===== src/rtl/bshift_pkg.sv =====
package bshift_pkg;
  typedef enum logic [1:0] {
    OP_LSL = 2'd0,
    OP_LSR = 2'd1,
    OP_ASR = 2'd2,
    OP_ROR = 2'd3
  } shift_op_e;

  typedef enum logic [2:0] {
    K_PASS = 3'd0,
    K_LSL  = 3'd1,
    K_LSR  = 3'd2,
    K_ASR  = 3'd3,
    K_ROR  = 3'd4,
    K_RRX  = 3'd5
  } shift_kind_e;
endpackage


===== src/rtl/bshift_amt_decode.sv =====
module bshift_amt_decode
  import bshift_pkg::*;
#(
  parameter int DATA_W    = 32,
  parameter int REG_AMT_W = 8,
  localparam int FLD_W    = $clog2(DATA_W)
) (
  input  logic [1:0]           op_i,
  input  logic                 amt_src_i,
  input  logic [FLD_W-1:0]     amt_field_i,
  input  logic [DATA_W-1:0]    amt_reg_i,
  output shift_kind_e          kind_o,
  output logic [REG_AMT_W-1:0] amt_o
);
  shift_op_e            op;
  logic [REG_AMT_W-1:0] raw_amt;
  logic                 unused_hi;

  assign op        = shift_op_e'(op_i);
  assign unused_hi = ^amt_reg_i[DATA_W-1:REG_AMT_W];
  assign raw_amt   = amt_src_i ? amt_reg_i[REG_AMT_W-1:0]
                               : REG_AMT_W'(amt_field_i);

  always_comb begin
    amt_o  = raw_amt;
    kind_o = K_PASS;
    if (raw_amt == '0) begin
      // zero field re-encodes wide shifts and rrx
      if (!amt_src_i) begin
        unique case (op)
          OP_LSR: begin kind_o = K_LSR; amt_o = REG_AMT_W'(DATA_W); end
          OP_ASR: begin kind_o = K_ASR; amt_o = REG_AMT_W'(DATA_W); end
          OP_ROR: kind_o = K_RRX;
          default: kind_o = K_PASS;
        endcase
      end
    end else begin
      unique case (op)
        OP_LSL:  kind_o = K_LSL;
        OP_LSR:  kind_o = K_LSR;
        OP_ASR:  kind_o = K_ASR;
        default: kind_o = K_ROR;
      endcase
    end
  end

  always_comb begin

    if (amt_src_i && amt_reg_i[REG_AMT_W-1:0] == '0)
      reg_zero_pass_chk: assert (kind_o == K_PASS)
        else $error("register amount zero not passed");

    if (!amt_src_i && amt_field_i == '0 && op == OP_ROR)
      field_rrx_chk: assert (kind_o == K_RRX)
        else $error("zero field rotate not rrx");
  end
endmodule


===== src/rtl/bshift_core.sv =====
module bshift_core
  import bshift_pkg::*;
#(
  parameter int DATA_W    = 32,
  parameter int REG_AMT_W = 8,
  localparam int FLD_W    = $clog2(DATA_W)
) (
  input  logic [DATA_W-1:0]    value_i,
  input  shift_kind_e          kind_i,
  input  logic [REG_AMT_W-1:0] amt_i,
  input  logic                 carry_i,
  output logic [DATA_W-1:0]    res_o,
  output logic                 carry_o
);
  logic [DATA_W:0]          lsl_t;
  logic [DATA_W:0]          lsr_t;
  logic signed [DATA_W:0]   asr_src;
  logic [DATA_W:0]          asr_t;
  logic [2*DATA_W-1:0]      ror_t;
  logic [FLD_W-1:0]         ror_amt;

  // extra bit on the far side catches the last bit shifted out
  assign lsl_t   = {1'b0, value_i} << amt_i;
  assign lsr_t   = {value_i, 1'b0} >> amt_i;
  assign asr_src = {value_i, 1'b0};
  assign asr_t   = asr_src >>> amt_i;
  assign ror_amt = amt_i[FLD_W-1:0];
  assign ror_t   = {value_i, value_i} >> ror_amt;

  always_comb begin
    res_o   = value_i;
    carry_o = carry_i;
    unique case (kind_i)
      K_LSL: begin res_o = lsl_t[DATA_W-1:0]; carry_o = lsl_t[DATA_W]; end
      K_LSR: begin res_o = lsr_t[DATA_W:1];   carry_o = lsr_t[0];      end
      K_ASR: begin res_o = asr_t[DATA_W:1];   carry_o = asr_t[0];      end
      K_ROR: begin
        res_o   = ror_t[DATA_W-1:0];
        carry_o = ror_t[DATA_W-1];
      end
      K_RRX: begin res_o = {carry_i, value_i[DATA_W-1:1]}; carry_o = value_i[0]; end
      default: ;
    endcase
  end

  always_comb begin

    if (kind_i == K_PASS)
      pass_chk: assert (res_o == value_i && carry_o == carry_i)
        else $error("pass altered operand");

    if (kind_i == K_RRX)
      rrx_chk: assert (res_o[DATA_W-1] == carry_i && carry_o == value_i[0])
        else $error("rrx carry path wrong");

    if ((kind_i == K_LSL || kind_i == K_LSR) && amt_i > REG_AMT_W'(DATA_W))
      over_shift_chk: assert (res_o == '0 && !carry_o)
        else $error("overlong logical shift not zero");

    if (kind_i == K_ASR && amt_i >= REG_AMT_W'(DATA_W))
      asr_fill_chk: assert (res_o == {DATA_W{value_i[DATA_W-1]}} &&
                            carry_o == value_i[DATA_W-1])
        else $error("asr fill wrong");

    if (kind_i == K_ROR)
      ror_pop_chk: assert ($countones(res_o) == $countones(value_i) &&
                           carry_o == res_o[DATA_W-1])
        else $error("rotate lost bits");
  end
endmodule


===== src/rtl/bshift_imm_rot.sv =====
module bshift_imm_rot #(
  parameter int DATA_W = 32,
  parameter int IMM_W  = 8,
  parameter int ROT_W  = 4
) (
  input  logic [IMM_W-1:0]  imm_i,
  input  logic [ROT_W-1:0]  rot_i,
  input  logic              carry_i,
  output logic [DATA_W-1:0] res_o,
  output logic              carry_o
);
  localparam int SH_W = ROT_W + 1;

  logic [DATA_W-1:0]   imm_ext;
  logic [SH_W-1:0]     rot_amt;
  logic [2*DATA_W-1:0] dbl;

  assign imm_ext = DATA_W'(imm_i);
  assign rot_amt = {rot_i, 1'b0};
  assign dbl     = {imm_ext, imm_ext} >> rot_amt;
  assign res_o   = dbl[DATA_W-1:0];
  assign carry_o = (rot_i == '0) ? carry_i : res_o[DATA_W-1];

  always_comb begin

    if (rot_i == '0)
      imm_norot_chk: assert (res_o == imm_ext && carry_o == carry_i)
        else $error("unrotated immediate wrong");

    imm_pop_chk: assert ($countones(res_o) == $countones(imm_i))
      else $error("immediate rotation lost bits");
  end
endmodule


===== src/rtl/bshift_top.sv =====
module bshift_top
  import bshift_pkg::*;
#(
  parameter int DATA_W    = 32,
  parameter int REG_AMT_W = 8,
  parameter int IMM_W     = 8,
  parameter int ROT_W     = 4,
  localparam int FLD_W    = $clog2(DATA_W)
) (
  input  logic [DATA_W-1:0] value_i,
  input  logic [1:0]        op_i,
  input  logic              amt_src_i,
  input  logic [FLD_W-1:0]  amt_field_i,
  input  logic [DATA_W-1:0] amt_reg_i,
  input  logic              carry_i,
  input  logic              imm_sel_i,
  input  logic [IMM_W-1:0]  imm_i,
  input  logic [ROT_W-1:0]  imm_rot_i,
  output logic [DATA_W-1:0] operand_o,
  output logic              carry_o
);
  shift_kind_e          kind;
  logic [REG_AMT_W-1:0] amt;
  logic [DATA_W-1:0]    sh_res;
  logic                 sh_carry;
  logic [DATA_W-1:0]    imm_res;
  logic                 imm_carry;

  bshift_amt_decode #(.DATA_W(DATA_W), .REG_AMT_W(REG_AMT_W)) i_decode (
    .op_i       (op_i),
    .amt_src_i  (amt_src_i),
    .amt_field_i(amt_field_i),
    .amt_reg_i  (amt_reg_i),
    .kind_o     (kind),
    .amt_o      (amt)
  );

  bshift_core #(.DATA_W(DATA_W), .REG_AMT_W(REG_AMT_W)) i_core (
    .value_i(value_i),
    .kind_i (kind),
    .amt_i  (amt),
    .carry_i(carry_i),
    .res_o  (sh_res),
    .carry_o(sh_carry)
  );

  bshift_imm_rot #(.DATA_W(DATA_W), .IMM_W(IMM_W), .ROT_W(ROT_W)) i_imm (
    .imm_i  (imm_i),
    .rot_i  (imm_rot_i),
    .carry_i(carry_i),
    .res_o  (imm_res),
    .carry_o(imm_carry)
  );

  assign operand_o = imm_sel_i ? imm_res   : sh_res;
  assign carry_o   = imm_sel_i ? imm_carry : sh_carry;

  always_comb begin

    if (imm_sel_i && imm_rot_i == '0)
      imm_upper_chk: assert (operand_o[DATA_W-1:IMM_W] == '0 && carry_o == carry_i)
        else $error("shifter leaked into immediate");
  end
endmodule


===== config.mk =====
export PLATFORM = sky130hd
export DESIGN_NAME = bshift_top
export DESIGN_NICKNAME = d
export VERILOG_FILES = /design/src/rtl/bshift_pkg.sv /design/src/rtl/bshift_amt_decode.sv /design/src/rtl/bshift_core.sv /design/src/rtl/bshift_imm_rot.sv /design/src/rtl/bshift_top.sv
export SDC_FILE = /design/constraint.sdc
export NUM_CORES = 1
export LEC_CHECK = 0
export BUFFER_PORTS_ARGS = -buffer_cell sky130_fd_sc_hd__buf_2
export CAP_MARGIN = 40
export CORE_AREA = 4 4 114 197
export DETAILED_ROUTE_END_ITERATION = 6
export DIE_AREA = 0 0 118 201
export SETUP_SLACK_MARGIN = 0.1
export SLEW_MARGIN = 0
export SYNTH_ARGS = -nofsm -noshare
export SYNTH_HDL_FRONTEND = slang
export SYNTH_SLANG_ARGS = --single-unit

===== constraint.sdc =====
create_clock -name vclk -period 4.78
set_input_delay 0.717 -clock vclk [all_inputs]
set_output_delay 0.717 -clock vclk [all_outputs]
set_load 0.01 [all_outputs]

==> results of run 1 <==
-- cells by family (layout without fill, tap and decap cells) --
| logic type | count (synthesis) | count (layout) |
|---|---|---|
| buffers and inverters | 165 | 226 |
| other | 0 | 4 |
| AO/OA/AOI/OAI | 475 | 475 |
| multiplexers | 263 | 263 |
| AND/OR/NAND/NOR | 399 | 399 |
| adder cells (fa/ha/maj) | 4 | 4 |
-- layer usage --
| layer | up-vias | GRT usage [%] | wire [um] |
|---|---|---|---|
| met3 | 390 | 10.32 | 7059 |
| met4 | 2 | 40.00 | 7005 |
| met5 | - | 0 | 15 |
| met1 | 5933 | 54.87 | 19360 |
| li1 | 5228 | - | - |
| met2 | 1107 | 74.05 | 25290 |
-- cell type report --
cell class	count	area, sq um
inverter	12	45.04
tap	252	315.3
timing repair buffer	214	1523
multi-input combinational	1141	8507
antenna	4	10.01
fill	2197	10450
-- critical path, stage by stage --
cell and delay (ps):
buf_2 300, or4b_1 500, a211o_1 350, o21ai_1 280, buf_4 200, and3_1 290, buf_4 210, o21ai_0 90
a31oi_1 510, o31a_1 280, buf_2 150
-- cells in the final DEF, fill, tap and decap left out, types with 24 or more instances in the layout --
master	count
mux2i_1	189
o21ai_0	96
nand3_1	26
buf_4	106
mux4_2	42
nand2_1	161
a211oi_1	24
a21oi_1	70
a22oi_1	24
o22ai_1	49
buf_2	95
nor2_1	110
-- timing repair --
item / 4_1_cts / 5_1_grt
gates resized for setup: 1 / 14
setup buffers: 0 / 5
setup endpoints to repair: 1 / 26
pin swaps: 0 / 1
-- worst max-delay path by stage --
stage | start | to | slack [ps] | cells past startpoint
after global routing | amt_src_i | operand_o[11] | 110 | 13
final | amt_src_i | operand_o[25] | 170 | 11
after detailed placement | amt_src_i | carry_o | 70 | 13
after CTS | amt_src_i | operand_o[2] | 140 | 10
after floorplan | amt_src_i | operand_o[0] | 950 | 10
after global placement | amt_src_i | carry_o | -10 | 13
-- stage by stage --
| step | hold slack, ps | TNS, ps |
|---|---|---|
| after floorplan | 1665 | 0 |
| after global placement | 1950 | -13.61 |
| after detailed placement | 1956 | 0 |
| after CTS | 1956 | 0 |
| after global routing | 1976 | 0 |
| final | 1943 | 0 |
==> metrics.md, run 1 <==
| Metric | Value |
|---|---|
| Status | finished with violations |
| Violated checks | DRC |
| Placed Instances | 1614 |
| Final hold vios | 0 |
| Multiplexer area fraction after synthesis | 35.16% |
| WS Path Type | in -> out |
| Hold Path End | carry_o |
| FP Rows | 70 |
| WP data arrival | 3900 ps |
| Post-Syn Nets | 1396 |
| Commonest cells in the netlist | mux2i_1 (190), nand2_1 (161), nor2_1 (110) |
| F_max | 216.8 MHz |
| Worst hold path class | in -> out |
| Post-Synth Simple-Gate Area | 19.99% |
| YS warnings | 0 |
| Die footprint | 23720 sq um |
| Initial Util | 44.24% |
| GPL Wtd Cong | 1.114 |
| Crit path time final | 4613 ps |
| All-Layer GR Usage | 47.44% |
| Placed Area | 10280 sq um |
| Xor and xnor area share after synthesis | 0% |
| Sequential-to-total area share from yosys stat | 0% |
| PortBufs | 95 |
| Layout area overhead | 12.78% |
| Final setup vio count | 0 |
| Critical Path Sink Type | output port |
| FF+latch count | 0 |
| Post-detail-place hpwl | 44800 um |
| Pre-CTS WS | 68.47 ps |
| Adder-cell share of the synthesized area | 0.5427% |
| Post-Layout Cell Count | 1623 |
| Routed length per instance | 36.18 um |
| Register Area | 0 sq um |
| Synth area leader | mux2i_1 |
| Largest family of logic cells by synthesized area | compound AO/OA/AOI/OAI gates |
| Largest net degree at the start of global routing | 63 |
| Synth Area in Compound Gates | 35.74% |
| Post-route design area | 10400 sq um |
| Hold path cells | 4 |
| 1st-pass router iterations | 7 |
| I/O pin count | 119 |
| Worst path required time | 4060 ps |
| Final Core Density | 49.89% |
| Core ar. | 20850 sq um |
| Final period util | 96.51% |
| Yosys cell types | 90 |
| Final antenna-violating net count | 0 |
| Synth top area cells | mux2i_1 (21%), mux4_2 (10%), nand2_1 (6.6%), o21ai_0 (5.3%), nor2_1 (4.5%) |
| Chip width | 118 um |
| GRT overflow | 0 |
| RSZ-0062 raised after global routing | false |
| Worst-Margin Slew | 733.0 ps |
| DR iter-0 viols | 1935 |
| Count leader, synth | mux2i_1 |
| Hold_buf cts | 0 |
| Clock buffer count | 0 |
| Slew margin rel. | 49.73% |
| Setup ws final | 166.8 ps |
| Critical-path maximum fanout | 15 |
| Layout cell share with drive strength beyond 1 | 23.63% |
| Vias | 12660 |
| Die Y | 201 um |
| Drt drc | 3 |
| Average vias per placed instance | 7.800 |
| Mapped Area | 9221 sq um |
| Nets@finish | 1459 |
| Vias in the first global route | 12040 |
| DRT Wirelength | 58730 um |
| Initial antenna violation count | 2 |
| Synth Instances | 1306 |
| First-pass GRT wire length | 84430 um |
| Share of the synthesized area in the top cell type | 20.62% |
| Final Max Slew Viols | 0 |
| Mean Syn Cell Area | 7.061 sq um |
| CP Launch Type | input port |
| Maxcap violations | 0 |
| Min-delay src | carry_i |
==> run 2, diff against run 1 <==
- CORE_AREA: 4 4 114 197 -> 4 4 108 187
- DIE_AREA: 0 0 118 201 -> 0 0 112 191
- PLACE_DENSITY: not set -> 0.7
==> run 2 against run 1 <==
  * Global-route usage is 4.0 points higher
  * Hold slack better by 36 ps
  * Count of clock-buffer cells in the layout stayed put
  * Die area is 9.8% lower
  * Routed wire length fell by 2.8%
  * Core utilization increased by 4.8 points
  * Final cell count fell by 2.1%
  * Sequential share of layout area did not move
  * The run still ends with DRC left
  * First-iteration DRC count up 0.57%
  * Non-clock buffer count down 20
  * Worst setup slack got worse by 71 ps
  * Maximum frequency is 1.5% lower
==> metrics.md, run 2 (synthesized netlist as in run 1, its figures left out) <==
| Metric | Value |
|---|---|
| Worst path required time | 4060 ps |
| FP Rows | 66 |
| Setup_tns | 0 ps |
| Critical-path maximum fanout | 14 |
| I/O pin count | 119 |
| DR iter-0 viols | 1946 |
| FF+latch count | 0 |
| Final period util | 97.99% |
| Fill cell count | 1901 |
| Most used cell, CP | nand2_1 |
| Layout cell share with drive strength beyond 1 | 21.96% |
| WP data arrival | 3970 ps |
| RSZ-0062 raised after global routing | false |
| Vias in the first global route | 12510 |
| Final setup vio count | 0 |
| Drt drc | 5 |
| Register Area | 0 sq um |
| GPL Wtd Cong | 1.160 |
| Final hold vios | 0 |
| Most frequent cells in the layout | mux2i_1 (189), nand2_1 (161), nor2_1 (110), o21ai_0 (96), buf_2 (94) |
| Post-detail-place hpwl | 42520 um |
| Worst hold path class | in -> out |
| Final Max Slew Viols | 0 |
| Chip width | 112 um |
| PortBufs | 95 |
| Average vias per placed instance | 8.184 |
| CP Launch Type | input port |
| Biggest cell delay along the critical path | 560 ps |
| Nets@finish | 1440 |
| Crit path time final | 4684 ps |
| Hold_buf cts | 0 |
| WS Path Type | in -> out |
| Layout area overhead | 10.26% |
| Initial antenna violation count | 8 |
| Slew margin rel. | 40.32% |
| DRT Wirelength | 57110 um |
| Crit-path slowest cell | o21ai_0 |
| Die footprint | 21390 sq um |
| Vias | 13000 |
| All-Layer GR Usage | 51.46% |
| Post-route design area | 10170 sq um |
| F_max | 213.5 MHz |
| Most common cell after layout, fill and taps aside | mux2i_1 |
| Core ar. | 18580 sq um |
| 1st-pass router iterations | 6 |
| Hold_ws | 1978 ps |
| Final Core Density | 54.72% |
| Final antenna-violating net count | 0 |
| Clock buffer count | 0 |
| GRT overflow | 0 |
| Critical Path Sink Type | output port |
| Initial Util | 49.63% |
| Status | finished with violations |
| Routed length per instance | 35.94 um |
| Die Y | 191 um |
| Worst-path cell chain | clkbuf_4 > buf_4 > mux2i_4 > nand2_1 > o21ai_0 > mux2i_1 > a21oi_1 > nand2_1 > a221o_1 > a31oi_1 > buf_2 |
| Maxcap violations | 0 |
| Placed Area | 10090 sq um |
| Largest net degree at the start of global routing | 64 |
| Violated checks | DRC |
| First-pass GRT wire length | 83040 um |
| Worst-Margin Slew | 870.3 ps |
==> run 2: what timing repair did <==
item                       4_1_cts  5_1_grt
setup buffers                    0        2
setup endpoints to repair        0       12
gates resized for setup          0        8
==> run 2: through the flow <==
stage | worst slack, ps | cells
floorplan | 948.4 | 1306
global placement | 44.20 | 1581
detailed placement | 154.4 | 1582
CTS | 153.8 | 1582
global route | 68.58 | 1586
finish | 96.26 | 1589
==> run 2: worst max-delay path: cells and delay by family <==
family | cells | cell delay, ps
mux | 2 | 780
buf+inv | 3 | 560
compound gates | 4 | 1350
simple gates | 2 | 560
==> run 2: final cells by class <==
class                      instances  area [sq um]  area share [%]
inverter                          12         45.04          0.4430
multi-input combinational       1142          8488           83.48
tap                              238         297.8           2.929
antenna                            3         7.507         0.07384
timing repair buffer             194          1329           13.07
==> run 2: final timing paths <==
check	endpoint	cells after the start	from	slack [ps]
worst min-delay path	operand_o[31]	6	carry_i	1980
worst max-delay path	operand_o[5]	11	amt_src_i	100
==> run 2: metal layers <==
layer | up-vias | share of wire [%] | track usage [%] | routed length [um]
met1 | 5965 | 31 | 55.17 | 17830
met2 | 1335 | 42 | 77.40 | 24010
met3 | 513 | 14 | 18.75 | 7786
met4 | 2 | 13 | 48.22 | 7471
met5 | - | 0.023 | 0.9524 | 13
li1 | 5189 | - | - | -
